## src/rtl/rora_pkg.sv

```systemverilog
package rora_pkg;

    // States of the request-line machine
    typedef enum logic {
        REQ_IDLE   = 1'b0,
        REQ_RAISED = 1'b1
    } req_state_e;

endpackage

```

## src/rtl/rora_edge_bank.sv

```systemverilog
module rora_edge_bank #(
    parameter int N_SRC = 9
) (
    input  logic             clk,
    input  logic             rst_n,
    input  logic [N_SRC-1:0] lvl_i,
    output logic [N_SRC-1:0] rise_o
);

    logic [N_SRC-1:0] prev_q;

    for (genvar g = 0; g < N_SRC; g++) begin : g_edge
        always_ff @(posedge clk) begin
            if (!rst_n) prev_q[g] <= 1'b0;
            else        prev_q[g] <= lvl_i[g];
        end
        assign rise_o[g] = lvl_i[g] & ~prev_q[g];
    end

endmodule

```

## src/rtl/rora_status_bank.sv

```systemverilog
module rora_status_bank #(
    parameter int N_SRC = 9
) (
    input  logic             clk,
    input  logic             rst_n,
    input  logic [N_SRC-1:0] set_i,
    input  logic             clr_rd_i,
    output logic [N_SRC-1:0] bits_o
);

    logic [N_SRC-1:0] bits_q;
    logic [N_SRC-1:0] clr_mask;

    // A read clears only the bits it returns; a new set in the same cycle wins
    assign clr_mask = clr_rd_i ? bits_q : '0;

    always_ff @(posedge clk) begin
        if (!rst_n) bits_q <= '0;
        else        bits_q <= (bits_q & ~clr_mask) | set_i;
    end

    assign bits_o = bits_q;

    assert_sticky_R2: assert property (@(posedge clk) disable iff (!rst_n)
        !clr_rd_i |=> ((bits_q & $past(bits_q)) == $past(bits_q)));

    assert_capture_R2: assert property (@(posedge clk) disable iff (!rst_n)
        (set_i != '0) |=> ((bits_q & $past(set_i)) == $past(set_i)));

    assert_read_clears_R4: assert property (@(posedge clk) disable iff (!rst_n)
        clr_rd_i |=> ((bits_q & ~$past(set_i)) == '0));

endmodule

```

## src/rtl/rora_req_fsm.sv

```systemverilog
module rora_req_fsm
    import rora_pkg::*;
(
    input  logic clk,
    input  logic rst_n,
    input  logic pending_i,
    input  logic rd_i,
    output logic req_o
);

    req_state_e state_q, state_d;

    always_ff @(posedge clk) begin
        if (!rst_n) state_q <= REQ_IDLE;
        else        state_q <= state_d;
    end

    always_comb begin
        state_d = state_q;
        unique case (state_q)
            REQ_IDLE:   if (pending_i && !rd_i) state_d = REQ_RAISED;        // T_RAISE
            REQ_RAISED: if (rd_i || !pending_i) state_d = REQ_IDLE;          // T_RELEASE / T_WITHDRAW
            default:    state_d = REQ_IDLE;
        endcase
    end

    always_comb begin
        req_o = (state_q == REQ_RAISED);
    end

    assert_release_R5: assert property (@(posedge clk) disable iff (!rst_n)
        rd_i |=> !req_o);

    assert_no_spurious_R3: assert property (@(posedge clk) disable iff (!rst_n)
        !pending_i |=> !req_o);

endmodule

```

## src/rtl/rora_irq_ctrl.sv

```systemverilog
module rora_irq_ctrl #(
    parameter int N_SRC = 9
) (
    input  logic             clk,
    input  logic             rst_n,
    input  logic [N_SRC-1:0] src_evt,
    input  logic             mask_we,
    input  logic [N_SRC-1:0] mask_wdata,
    input  logic             stat_rd,
    output logic [N_SRC-1:0] stat_data,
    output logic             irq
);

    logic [N_SRC-1:0] rise;
    logic [N_SRC-1:0] status;
    logic [N_SRC-1:0] mask_q;
    logic             pending;

    rora_edge_bank #(.N_SRC(N_SRC)) u_edge (
        .clk    (clk),
        .rst_n  (rst_n),
        .lvl_i  (src_evt),
        .rise_o (rise)
    );

    rora_status_bank #(.N_SRC(N_SRC)) u_stat (
        .clk      (clk),
        .rst_n    (rst_n),
        .set_i    (rise),
        .clr_rd_i (stat_rd),
        .bits_o   (status)
    );

    always_ff @(posedge clk) begin
        if (!rst_n)       mask_q <= '0;
        else if (mask_we) mask_q <= mask_wdata;
    end

    assign pending = |(status & mask_q);

    rora_req_fsm u_fsm (
        .clk       (clk),
        .rst_n     (rst_n),
        .pending_i (pending),
        .rd_i      (stat_rd),
        .req_o     (irq)
    );

    assign stat_data = status;

    assert_mask_keeps_status_R7: assert property (@(posedge clk) disable iff (!rst_n)
        (mask_we && !stat_rd && (rise == '0)) |=> $stable(status));

    assert_mask_gates_R8: assert property (@(posedge clk) disable iff (!rst_n)
        (mask_we && ((status & mask_wdata) == '0) && (rise == '0) && !stat_rd) |=> ##1 !irq);

endmodule

```

## config.mk

```make
export PLATFORM = sky130hd
export DESIGN_NAME = rora_irq_ctrl
export DESIGN_NICKNAME = d
export VERILOG_FILES = /design/src/rtl/rora_pkg.sv /design/src/rtl/rora_edge_bank.sv /design/src/rtl/rora_status_bank.sv /design/src/rtl/rora_req_fsm.sv /design/src/rtl/rora_irq_ctrl.sv
export SDC_FILE = /design/constraint.sdc
export NUM_CORES = 1
export LEC_CHECK = 0
export BUFFER_PORTS_ARGS = -buffer_cell sky130_fd_sc_hd__buf_2
export CAP_MARGIN = 20
export CORE_ASPECT_RATIO = 1.2
export CORE_MARGIN = 2
export CORE_UTILIZATION = 51
export DETAILED_ROUTE_END_ITERATION = 8
export PLACE_DENSITY = 0.77
export SLEW_MARGIN = 10
export SYNTH_ARGS = -nofsm -noshare
export SYNTH_HDL_FRONTEND = slang
export SYNTH_SLANG_ARGS = --single-unit
export TNS_END_PERCENT = 10
```

## constraint.sdc

```tcl
create_clock -name clk -period 1.85 [get_ports clk]
set_input_delay 0.0925 -clock clk [delete_from_list [all_inputs] [get_ports clk]]
set_output_delay 0.0925 -clock clk [all_outputs]
set_load 0.02 [all_outputs]
```

==> results of run 1 <==
-- through the flow --
step / total power [uW] / util, % / area, um2
6_report: 1100 / 70.7 / 1290
3_3_place_gp: 799 / 62.2 / 1140
3_5_place_dp: 804 / 62.2 / 1140
5_1_grt: 1150 / 70.7 / 1290
2_1_floorplan: 755 / - / 982
4_1_cts: 1110 / 70.2 / 1280
-- worst paths after layout --
check	to	slack [ns]	startpoint
worst max-delay path	u_fsm.req_o	0.85	u_stat.bits_o[5]
worst min register to register	u_stat.bits_o[8]	0.50	u_edge.prev_q[8]
worst min-delay path	mask_q[1]	0.009	mask_wdata[1]
worst max register to register	u_fsm.req_o	0.85	u_stat.bits_o[5]
-- worst reg2reg max path: stages, from the launching register on --
cell	delay, ns
sky130_fd_sc_hd__dfxtp_1	0.35
sky130_fd_sc_hd__a222oi_1	0.40
sky130_fd_sc_hd__a311oi_2	0.14
-- area by class of cell --
type,count,share of cell area [%]
multi-input cells,51,25.8
inverters,17,4.93
repair buffers,43,21.3
flip-flops and latches,28,43.3
clock buffers,4,2.80
well taps,19,1.84
-- routing by layer --
layer	share of wire, %	wire, um	global-route usage [%]
met2	52	1010	31.4
met3	3.8	74	2.43
met5	0	0	0
met4	0.83	16	9.09
met1	43	829	21.4
-- state kept, by name, summed over array words and instances, names as in the netlist --
register and flops:
mask_q 9, u_fsm.req_o 1, u_edge.prev_q 9, u_stat.bits_o 9
-- cell families (layout without fill, tap and decap cells) --
kind of cell,Yosys count,after routing,share of synthesized area [%]
flip-flops,28,28,57.1
multiplexers,9,9,9.17
AND/OR/NAND/NOR,28,28,13.5
buffers and inverters,20,64,8.92
AO/OA/AOI/OAI,14,14,11.3
-- layout by cell type (no fill, tap or decap), drive strengths merged --
cell type,Yosys,final
buf,3,31
dfxtp,28,28
nor2,17,17
inv,17,17
dlygate4sd3,0,12
mux2i,9,9
and2,9,9
o22ai,8,8
clkbuf,0,4
nand2b,2,2
a22oi,1,1
a222oi,1,1
a22o,1,1
a221oi,1,1
a311oi,1,1
a21oi,1,1
-- power by group through the flow --
stage | Clock, uW | Combinational, uW | Sequential [uW]
floorplan | 0 | 68.0 | 687
finish | 287 | 150 | 660
global placement | 0 | 128 | 671
detailed placement | 0 | 131 | 673
global route | 319 | 165 | 665
CTS | 296 | 150 | 660
==> summary by stage, run 1 <==
Power
Combinational logic is responsible for 13.7% of the overall power. The internal portion of total power is 837 uW. VDD sags by at most 0.603 mV. The cell leakage power is 0.000639 uW. The reported net switching power is 260 uW. Dividing total power by cell area gives a power density of 848 mW/mm2. The switching share of power is 23.7%. The clock network burns 26.2% of the power. The sequential group share of total power is 60.2%.

CTS
In this run the deepest clock path goes through 2 buffers. The clock reaches the later pin of the worst-skew pair after 0.32 ns. The clock-pin slew reported for the worst setup and hold paths after clock tree synthesis is 0.14 ns.

The tree is rooted in a sky130_fd_sc_hd__clkbuf_4. TritonCTS built the clock tree. The clock sink count is 28.

In this run the number of H-tree levels came out at 1. Clock tree synthesis inserted a total of 3 buffers. For this design, the CTS-stage hold fixing added 11 buffers.

Once the clock tree was built, the setup fixing pass inserted 0 buffers. Gates resized during post-CTS repair numbered 0.

Final layout
Counting the fill cells in the layout gives 134. The number of diodes is 0. The non-filler instance count after layout is 162.

The area overhead of the layout relative to synthesis is 31.7%. Registers take 561 um2. In the final layout, the share of cells above drive strength 1 is 26.6%.

The multi-input combinational cells in the finished layout cover a total of 334 um2. The post-layout net count is 166.

Synthesis
The fraction of post-synthesis cell area in the top cell type by area is 57.1%. After synthesis, the most frequently instantiated cells are sky130_fd_sc_hd__dfxtp_1, sky130_fd_sc_hd__nor2_1, sky130_fd_sc_hd__inv_1. The most numerous cell in the Yosys netlist is sky130_fd_sc_hd__dfxtp_1. Averaged over all synthesized cells, the footprint is 9.92 um2.

The post-synthesis cell type count is 17. Synthesis produced 99 cells. The number of nets in the synthesized netlist is 121. The largest area contributor in the synthesized netlist is sky130_fd_sc_hd__dfxtp_1. After synthesis, the cell types taking the most area are sky130_fd_sc_hd__dfxtp_1, sky130_fd_sc_hd__mux2i_1, sky130_fd_sc_hd__nor2_1, sky130_fd_sc_hd__inv_1, sky130_fd_sc_hd__and2_1. For this run, asynchronously set or reset flops after synthesis account for 0%. Summing every instance area after synthesis gives 982 um2. The synthesized design contains 28 register bits.

The number of enable-type register cells in the synthesized netlist is 0. The most used flip-flop cell after synthesis is sky130_fd_sc_hd__dfxtp_1. The sequential-to-total area share from yosys stat is 57.1%. The yosys synthesis warning count is 0.

STA
The relative slew slack is 76.6%. After layout, the worst setup slack is 0.848 ns. The setup clock skew after layout is 0.00149 ns.

The final-report max-slew violation count is 0. Based on the critical path, the design can be clocked at up to 998 MHz. Summed over all failing endpoints, the final setup total negative slack is 0 ns.

The fraction of the cycle the final worst path needs is 54.2%. The transition time at the pin with the least slew margin is 0.352 ns. The clock period minus final worst setup slack is 1.00 ns. Across all hold checks on the routed design, the worst slack comes to 0.00880 ns. The final-report hold violation count was 0. The number of failing setup endpoints in the final timing report is 0. Setup repair after global routing left no endpoint under its margin.

Worst setup path
The critical path is of the reg2reg type. The buffer and inverter count on the worst path is 0. The critical path goes through a222oi_1, a311oi_2.

The critical path runs through a total of 2 cells. Of all nets on the critical path, the largest fanout is 3. The startpoint type of the worst setup path is a register. The endpoint kind of the worst setup timing path is a register.

Data on the critical path is required at its endpoint by 2.06 ns. On the critical path, the stage with the largest delay is an instance of sky130_fd_sc_hd__a222oi_1. The longest individual stage delay on the worst path is 0.40 ns. For the worst flop-to-flop path, the logic depth is 2.

At the worst endpoint, the arrival time is 1.21 ns. The cell class contributing the biggest share of worst-path delay is compound AO/OA/AOI/OAI gates.

Placed design
At the end of routability-driven placement, the weighted congestion stood at 0.694. The final HPWL from detailed placement is 1.33 mm. The pre-CTS setup slack is 0.846 ns. The cell count after placement is 146. Buffers placed on the I/O ports in this run total 31.

Floorplan
For this configuration, the core starts out at a cell density of 53.7%. In this run the horizontal extent of the chip is 44.1 um. The core region is 0.00183 mm2.

The number of top-level pins is 32. The area of the die is 0.00229 mm2. The die is 52.1 um tall.

The number of standard-cell rows in the floorplan is 17.

Routing
The count of nets left with antenna violations once routing finished came out at 0. The via total after detailed routing is 788. Dividing the detail-routed wire length by the instance count gives 11.9 um. The detailed-route wire length is 1.93 mm. The first-iteration detailed-routing DRC count is 22. The per-cell via count in the routed design is 4.86. For this run, the detailed router's first-pass iteration total came to 4.

In the routed design, unresolved DRC markers number 0.

Worst hold path
The type of the worst min-delay path is in2reg. The instance count along the most critical hold path is 3.

Global route
The total congestion overflow after global routing is 0. The pin count of the biggest net entering global routing is 20. Global routing used 18.1% of the available tracks across all layers. The number of global-route vias before repair is 724. The number of antenna violations at the first check in global routing is 0. The global-route wire length before repair is 3.02 mm.

Job
Max-cap violations in this run came to 0.

Run status
The run finished with clean final reports.
Power figures use the tool's default switching activity.
==> inputs of run 2 (changes only) <==
--- a/config.mk
+++ b/config.mk
@@ -9,9 +9,9 @@
 export CAP_MARGIN = 20
 export CORE_ASPECT_RATIO = 1.2
 export CORE_MARGIN = 2
-export CORE_UTILIZATION = 51
+export CORE_UTILIZATION = 43
 export DETAILED_ROUTE_END_ITERATION = 8
-export PLACE_DENSITY = 0.77
+export PLACE_DENSITY = 0.69
 export SLEW_MARGIN = 10
 export SYNTH_ARGS = -nofsm -noshare
 export SYNTH_HDL_FRONTEND = slang
==> constraint.sdc (replaced) <==
create_clock -name clk -period 0.9 [get_ports clk]
set_input_delay 0.045 -clock clk [delete_from_list [all_inputs] [get_ports clk]]
set_output_delay 0.045 -clock clk [all_outputs]
set_load 0.02 [all_outputs]
==> run 2 against run 1 <==
  * The run now ends with negative setup slack left
  * Maximum frequency shrank 2.4%
  * Clock-buffer cell count is the same
  * Wire length grew 11%
  * Largest power group unchanged
==> summary by stage, run 2 (synthesized netlist as in run 1, its figures left out) <==
Worst setup path
The start-to-end type of the worst setup path was reg2reg (unchanged). The endpoint kind of the worst setup timing path was a register (unchanged). The startpoint type of the worst setup path is a register (unchanged). The startpoint of the most critical register-to-register path was u_stat.bits_o[3] (was u_stat.bits_o[5]). The data arrival time of the critical path came to 1.23 ns (was 1.21 ns). The reg-to-reg endpoint is u_fsm.req_o (unchanged). The required time reported for the critical path endpoint is 1.11 ns (was 2.06 ns). The register-to-register setup slack was -0.13 ns (was 0.85 ns).

The number of cells on the worst reg-to-reg path is 3 (was 2). The highest fanout seen on the critical path came to 2 (was 3).

Routing
The number of search-and-repair iterations in the first detailed-routing pass is 4 (unchanged). The detailed-route wire length is 2.14 mm (was 1.93 mm). The detailed-route DRC error count is 0 (unchanged). The count of nets left with antenna violations after detail routing is 0 (unchanged).

The per-cell via count in the routed design is 4.60 (was 4.86). The via total after detailed routing is 851 (was 788). The first-iteration detailed-routing DRC count came to 11 (was 22). The post-detailed-route wirelength per cell was 11.6 um (was 11.9 um).

Global route
The number of antenna violations at the first check in global routing came to 0 (unchanged). The total routing resource utilization after global routing was 17.7% (was 18.1%). The global-route wire length before repair is 3.38 mm (was 3.02 mm). The number of global-route vias before repair came to 823 (was 724). The pin count of the biggest net entering global routing is 20 (unchanged). The total congestion overflow after global routing was 0 (unchanged).

CTS
The insertion delay to the later sink of the worst-skew pair is 0.33 ns (was 0.32 ns). The clock-pin slew reported for the worst setup and hold paths after clock tree synthesis came to 0.15 ns (was 0.14 ns). The clock sink count is 28 (unchanged). The buffer depth of the longest clock path was 2 (unchanged).

The H-tree depth came to 1 (unchanged). The clock tree from TritonCTS is built (unchanged). The cell chosen for the clock root is sky130_fd_sc_hd__clkbuf_4 (unchanged). The count of buffers added by post-CTS timing repair for setup was 0 (unchanged). The clock buffer count from CTS is 3 (unchanged).

Floorplan
The die outline height came to 56.4 um (was 52.1 um). The area of the die is 0.00268 mm2 (was 0.00229 mm2). The placeable core region came to 0.00212 mm2 (was 0.00183 mm2). The number of top-level pins is 32 (unchanged).

The effective utilization at floorplan is 46.4% (was 53.7%). The die span in x was 47.6 um (was 44.1 um). The number of standard-cell rows in the floorplan was 18 (was 17).

Final layout
The number of diodes was 0 (unchanged). The post-layout net count is 178 (was 166). The final cell utilization of the core is 70.9% (was 70.7%). The multi-input combinational cell area is 334 um2 (unchanged). The fraction of final layout cells with drive strength greater than 1 came to 35.5% (was 26.6%). The final-layout fill cell count came to 179 (was 134). Highest-count cells in the layout ignoring fill and taps: sky130_fd_sc_hd__buf_2, sky130_fd_sc_hd__dlygate4sd3_1, sky130_fd_sc_hd__nor2_1, sky130_fd_sc_hd__dfxtp_1, sky130_fd_sc_hd__inv_1 (was sky130_fd_sc_hd__buf_2, sky130_fd_sc_hd__dfxtp_1, sky130_fd_sc_hd__nor2_1, sky130_fd_sc_hd__inv_1, sky130_fd_sc_hd__dlygate4sd3_1). The most common library cell in the layout ignoring fill and taps is sky130_fd_sc_hd__buf_2 (unchanged). The area overhead of the layout relative to synthesis came to 52.7% (was 31.7%). The sequential cell area in the final layout is 577 um2 (was 561 um2).

STA
The total negative slack for setup checks is -0.413 ns (was 0 ns). The clock period minus final worst setup slack was 1.03 ns (was 1.00 ns). The number of failing setup endpoints in the final timing report is 6 (was 0). The final worst-path setup slack is -0.127 ns (was 0.848 ns). The fraction of the cycle the final worst path needs is 114% (was 54.2%). The setup clock skew after layout is 0.0112 ns (was 0.00149 ns). The final-report max-slew violation count was 0 (unchanged). The final-report hold violation count is 0 (unchanged).

The transition time at the pin with the least slew margin came to 0.358 ns (was 0.352 ns). The relative slew slack was 76.1% (was 76.6%). RSZ-0062 raised after global routing: yes (was no).

The highest clock rate is 974 MHz (was 998 MHz).

Worst hold path
The type of the worst min-delay path is in2reg (unchanged). The instance count along the most critical hold path is 2 (was 3). The destination of the worst hold path is u_fsm.req_o (was mask_q[1]). The hold path startpoint is stat_rd (was mask_wdata[1]).

Power
The power density relative to cell area is 1580 mW/mm2 (was 848 mW/mm2). The peak ir drop on the vdd network is 1.11 mV (was 0.603 mV). The cell leakage power is 0.000713 uW (was 0.000639 uW).

Job
The number of max-capacitance violations reported is 0 (unchanged).

Placed design
The global placement routability congestion was 0.720 (was 0.694). The number of buffer cells added on primary ports is 31 (unchanged). The pre-CTS setup slack was -0.0998 ns (was 0.846 ns).

Run status
Outcome: complete, but fails checks (was completed). The final reports fail on negative setup slack.
==> run 2: through the flow <==
step	hold slack [ns]	total power, uW	cells	area, um2
after floorplan	0.166	1550	99	988
after global placement	0.261	1670	163	1200
after detailed placement	0.266	1680	163	1200
after CTS	0.0108	2360	185	1470
after global routing	0.0307	2480	185	1500
final	0.0246	2370	185	1500
==> run 2: power by group <==
part	switching [uW]	total (uW)	internal, uW
Combinational	170	403	233
Clock	356	604	248
Sequential	43.6	1360	1320
==> run 2: layer usage <==
metal / routed length [um] / vias up / global-route usage (%)
met5: 0 / - / 0
met4: 38 / 0 / 6.95
met3: 57 / 6 / 3.86
met2: 1100 / 16 / 29.9
met1: 950 / 397 / 20.5
li1: - / 432 / -
==> run 2: repair_timing <==
item | CTS | global route
gates resized for setup | 18 | 12
hold buffers | 18 | 0
endpoints found under the setup margin | 10 | 10
hold endpoints to repair | 19 | 0
pin swaps | 0 | 1
gates cloned | 0 | 0
==> run 2: area by class of cell <==
class                      count  share of cell area (%)
sequential                    28                    38.4
timing repair buffer          55                    30.1
multi-input combinational     51                    22.3
inverter                      17                    4.25
tap                           30                    2.50
clock buffer                   4                    2.42
==> run 2: critical path: stages, from the launching register on <==
cell and delay [ns]:
sky130_fd_sc_hd__dfxtp_4 0.37, sky130_fd_sc_hd__a22o_1 0.22, sky130_fd_sc_hd__a221oi_2 0.20, sky130_fd_sc_hd__a311oi_2 0.12
==> run 2: worst max path at each step <==
stage                           from          end  slack (ns)  depth (start not counted)
floorplan           u_stat.bits_o[3]  u_fsm.req_o       -0.09                          3
global placement    u_stat.bits_o[3]  u_fsm.req_o       -0.07                          3
detailed placement  u_stat.bits_o[3]  u_fsm.req_o        -0.1                          3
CTS                 u_stat.bits_o[3]  u_fsm.req_o       -0.11                          3
global route               mask_q[5]  u_fsm.req_o       -0.16                          2
finish              u_stat.bits_o[3]  u_fsm.req_o       -0.13                          3
